==> src/rtl/uvlo_permit_fsm.sv <==
module uvlo_permit_fsm #(
  parameter int CODE_W = 10,
  parameter int TMR_W  = 12
) (
  input  logic              clk,
  input  logic              rst_n,
  input  logic [CODE_W-1:0] rail_code,
  input  logic [CODE_W-1:0] von_code,
  input  logic [CODE_W-1:0] voff_code,
  input  logic [CODE_W-1:0] vrec_code,
  input  logic              vrec_en,
  input  logic              en,
  input  logic              latch_mode,
  input  logic              latch_clr,
  input  logic              flt_pulse_mode,
  input  logic [TMR_W-1:0]  qual_cycles,
  input  logic [TMR_W-1:0]  start_cycles,
  input  logic [TMR_W-1:0]  hold_cycles,
  input  logic [TMR_W-1:0]  deb_cycles,
  output logic              out_en,
  output logic              rdy_n,
  output logic              flt_n
);
  typedef enum logic [2:0] {S_OFF, S_ARM, S_ON, S_FAULT, S_REC} st_t;

  st_t              st;
  logic [TMR_W-1:0] cnt;
  logic [TMR_W-1:0] dcnt;
  logic             start_ph;
  logic             use_rec;
  logic             flt_lvl;
  logic             trip_q;

  logic [CODE_W-1:0] thr_on;
  logic              above_on;
  logic              below_off;
  logic              trip;

  assign thr_on    = (vrec_en && use_rec) ? vrec_code : von_code;
  assign above_on  = rail_code > thr_on;
  assign below_off = rail_code < voff_code;
  assign trip      = (st == S_ON) && en && below_off && (dcnt >= deb_cycles);

  assign out_en = (st == S_ON);
  assign rdy_n  = ~out_en;
  assign flt_n  = flt_pulse_mode ? ~trip_q : ~flt_lvl;

  always_ff @(posedge clk or negedge rst_n) begin
    if (!rst_n) begin
      st       <= S_OFF;
      cnt      <= '0;
      dcnt     <= '0;
      start_ph <= 1'b0;
      use_rec  <= 1'b0;
      flt_lvl  <= 1'b0;
      trip_q   <= 1'b0;
    end else begin
      trip_q <= trip;
      if (trip)           flt_lvl <= 1'b1;
      else if (latch_clr) flt_lvl <= 1'b0;

      case (st)
        S_OFF: begin
          cnt      <= '0;
          dcnt     <= '0;
          start_ph <= 1'b0;
          if (en) st <= S_ARM;
        end
        S_ARM: begin
          if (!en) begin
            st       <= S_OFF;
            cnt      <= '0;
            start_ph <= 1'b0;
          end else if (!start_ph) begin
            if (!above_on)               cnt <= '0;
            else if (cnt >= qual_cycles) begin
              start_ph <= 1'b1;
              cnt      <= '0;
            end else                     cnt <= cnt + 1'b1;
          end else begin
            if (below_off) begin
              start_ph <= 1'b0;
              cnt      <= '0;
            end else if (cnt >= start_cycles) begin
              st       <= S_ON;
              cnt      <= '0;
              dcnt     <= '0;
              start_ph <= 1'b0;
              use_rec  <= 1'b0;
            end else begin
              cnt <= cnt + 1'b1;
            end
          end
        end
        S_ON: begin
          if (!en) begin
            st   <= S_OFF;
            dcnt <= '0;
          end else if (trip) begin
            st      <= S_FAULT;
            cnt     <= '0;
            dcnt    <= '0;
            use_rec <= 1'b1;
          end else if (below_off) begin
            dcnt <= dcnt + 1'b1;
          end else begin
            dcnt <= '0;
          end
        end
        S_FAULT: begin
          if (cnt < hold_cycles) begin
            cnt <= cnt + 1'b1;
          end else if (!latch_mode) begin
            st  <= S_REC;
            cnt <= '0;
          end else if (latch_clr || !en) begin
            st  <= S_OFF;
            cnt <= '0;
          end
        end
        S_REC: begin
          cnt      <= '0;
          start_ph <= 1'b0;
          st       <= en ? S_ARM : S_OFF;
        end
        default: st <= S_OFF;
      endcase
    end
  end
endmodule

==> config.mk <==
export PLATFORM = sky130hd
export DESIGN_NAME = uvlo_permit_fsm
export DESIGN_NICKNAME = d
export VERILOG_FILES = /design/src/rtl/uvlo_permit_fsm.sv
export SDC_FILE = /design/constraint.sdc
export NUM_CORES = 1
export LEC_CHECK = 0
export ABC_AREA = 1
export ABC_CLOCK_PERIOD_IN_PS = 6450
export BUFFER_PORTS_ARGS = -buffer_cell sky130_fd_sc_hd__buf_2
export CAP_MARGIN = 20
export CORE_MARGIN = 2
export CORE_UTILIZATION = 60
export CTS_BUF_LIST = sky130_fd_sc_hd__clkbuf_4
export DETAILED_ROUTE_END_ITERATION = 10
export PLACE_DENSITY = 0.91
export SLEW_MARGIN = 20
export SYNTH_ARGS = -nofsm -noshare
export SYNTH_HDL_FRONTEND = slang
export SYNTH_SLANG_ARGS = --single-unit
==> constraint.sdc <==
create_clock -name clk -period 6.45 [get_ports clk]
set_clock_uncertainty 0.15 [all_clocks]
set_input_delay 1.6125 -clock clk [delete_from_list [all_inputs] [get_ports clk]]
set_output_delay 1.6125 -clock clk [all_outputs]
set_load 0.02 [all_outputs]
==> impl_metrics.yaml <==
status:
  outcome: "complete, no violations"
placement:
  place_inst: 723
  place_area_um2: 4330
  dp_slack_ps: 2300
  gp_congestion: 0.942
  dp_hpwl_um: 7570
  port_buffers: 97
timing:
  layout_min_cycle_time_ps: 3790
  finalHoldViolations: 0
  period_share_pct: 58.8
  fmax_mhz: 264
  slew_headroom_pct: 53.3
  hold_ws_ps: 353
  setup_viol: 0
  tns_ps: 0
  setup_slack_ps: 2660
  rsz0062_at_grt: "no"
  tightest_slew_ps: 701
  report.final.slew_viol_count: 0
synth:
  synth_mux_area_share_pct: 2.68
  synth_fa_ha_area_share_pct: 22.5
  synth_top_area_share_pct: 22.5
  synth_top_family_by_area: "simple AND/OR/NAND/NOR gates"
  synth-seq-cells: 31
  avgSynthCellArea_um2: 6.79
  synth_cell_types: 37
  synth.area.top_cells: "ha_1 22%, dfrtp_1 21%, nand2_1 14%"
  synth_edf_count: 0
  synth.most_common_cell: "nand2_1"
  ys_seq_area_share_pct: 20.5
  synth_compound_area_share_pct: 11.2
  yosysWarnings: 0
  synth_largest_area_cell: "ha_1"
  synth_nets: 720
  synthCells: 557
  synth_ff_type: "dfrtp_1"
  ys_async_sr_fraction_pct: 100
  synthSimpleGateAreaFrac_pct: 28.7
  syn-cell-area_um2: 3780
  synth_xor_area_share_pct: 1.85
  ys_top_cells_by_count: "139 x nand2_1, 113 x inv_1, 68 x ha_1"
grt:
  grt_pass1_vias: 3781
  antenna_found_initial: 0
  grt_max_degree: 32
  grt_first_pass_wirelength_um: 15700
  grtUsageTotal_pct: 27.1
  grt.overflow.total: 0
routing:
  wl_um: 9090
  via_count: 3852
  route.detailed.drc: 0
  drt_first_pass_iters: 5
  wl_per_cell_um: 12.4
  antenna_left: 0
  first_iter_violations: 213
  vias_per_cell: 5.27
hold_path:
  hold_path.class: "reg2reg"
clock_tree:
  postCtsSetupBuffers: 0
  cts_buffers: 5
  cts_sinks: 31
  htreeDepth: 2
  cts.root.buffer_cell: "clkbuf_4"
  cts_tree: "yes"
  cts.clk_slew.worst_paths_ps: 100
  cts-resized-gates: 0
  cts_buffer_depth: 2
  holdBufCountCts: 0
  clock_latency_ps: 350
floorplanning:
  die_x_um: 83.4
  core_region_area_um2: 5990
  io_pins: 98
  rows: 28
  dieArea_um2: 6950
  die_h_um: 83.4
  initial_utilization_pct: 63.1
worst_setup_path:
  crit_top_cell: "nand2_1"
  cp.required_ps: 6570
  critical_path_class: "in2reg"
  r2r_start: "use_rec$_DFFE_PN0P_"
  startpoint: "vrec_en"
  r2r_end: "cnt[3]$_DFFE_PN0P_"
  cpLargestDelayFamily: "simple AND/OR/NAND/NOR gates"
  cpMaxStageDelayCell: "nand2_1"
  critPathArrivalTime_ps: 3920
  reg2reg_depth: 13
  cp_num_buf_inv: 1
  start_kind: "primary input"
  ff2ff_setup_slack_ps: 3630
  critPathCaptureType: "flip-flop"
  max_stage_delay_ps: 410
  critPathCapture: "cnt[3]$_DFFE_PN0P_"
  crit_chain: "buf_2 -> nand2_1 -> mux2i_1 -> ha_1 -> nand2_1 -> nor2_1 -> nand3_1 -> nand3_1 -> nand2_1 -> o21ai_0 -> nand3_1 -> nand2_1 -> nand2_2 -> o21ai_0"
  cp_max_fo: 11
  cp.depth: 14
power_and_ir_drop:
  ir_worst_vdd_mv: 0.104
  p_int_mw: 0.365
  power_mw: 0.675
  pwr-share-clk_pct: 16.5
  powerDensity_nw_per_um2: 154
  power_frac_comb_pct: 49.1
  p_sw_mw: 0.310
  p_leak_nw: 2.66
  p_sw_share_pct: 45.9
  seq_power_share_pct: 34.5
finish:
  num_antenna_cells: 0
  fin_area_um2: 4380
  final_util_pct: 73.1
  stdcell_count: 731
  area.growth.synth_to_final_pct: 15.8
  nFillCells: 484
  layout.nets: 818
  layout-drive-gt1-share_pct: 19.8
flow_run:
  cap_violations: 0
## power by group through the flow
stage               clock, mW  sequential, mW  combinational (mW)
finish                  0.111           0.232               0.331
global route            0.121           0.234               0.377
CTS                     0.110           0.232               0.331
detailed placement          0           0.236               0.329
global placement            0           0.234               0.313
floorplan                   0           0.222               0.261
## metal layers
metal | routed length [um] | global-route usage, %
met1 | 3710 | 31.0
met2 | 4580 | 50.0
met3 | 624 | 4.87
met4 | 171 | 9.54
met5 | 0 | 0
## cells in the final DEF (no fill, tap or decap), drive strengths merged
cell,synthesis,final
inv,116,116
clkinv,1,3
o21a,2,2
o21ai,29,29
o21bai,2,2
a21oi,30,30
xor2,8,8
mux2,1,1
nor3,13,13
o31ai,1,1
a31oi,2,2
ha,68,68
buf,4,97
o211ai,1,1
nor2,36,36
a21o,1,1
o22ai,3,3
dfrtp,31,31
nand4,9,9
mux2i,9,9
nor4,2,2
clkbuf,2,6
nand3,34,34
nor3b,1,1
nand2,144,144
or2,3,3
nand3b,4,4
## flip-flops by register name, indices dropped and copies added, names as in the netlist
name and count:
cnt 12, dcnt 12, flt_lvl 1, st 3, trip_q 1, use_rec 1, start_ph 1
## worst min-delay path: stages, from the launching register on
cell and delay [ps]:
dfrtp_1 360, nand2_1 60, nand2_1 50
## cells by family (layout without fill, tap and decap cells)
logic type,after synthesis,count (layout)
flops,31,31
xor+xnor,8,8
simple gates,246,246
buf+inv,123,222
mux,10,10
compound gates,71,71
fa+ha+maj,68,68
## worst min path at each step
stage	from	to	slack, ps	cells after the start
3_5_place_dp	use_rec$_DFFE_PN0P_	use_rec$_DFFE_PN0P_	340	2
6_report	use_rec$_DFFE_PN0P_	use_rec$_DFFE_PN0P_	350	2
3_3_place_gp	cnt[0]$_DFFE_PN0P_	cnt[0]$_DFFE_PN0P_	360	2
5_1_grt	use_rec$_DFFE_PN0P_	use_rec$_DFFE_PN0P_	410	2
2_1_floorplan	use_rec$_DFFE_PN0P_	use_rec$_DFFE_PN0P_	290	2
4_1_cts	use_rec$_DFFE_PN0P_	use_rec$_DFFE_PN0P_	360	2
## layout make-up
class	count	area (um2)	share of cell area (%)
clock buffer	6	45.0	1.03
inverter	117	443	10.1
sequential	31	776	17.7
multi-input combinational	403	2530	57.8
timing repair buffer	97	485	11.1
tap	75	93.8	2.14
clock inverter	2	7.51	0.171
(Power assumes the default switching activity.)
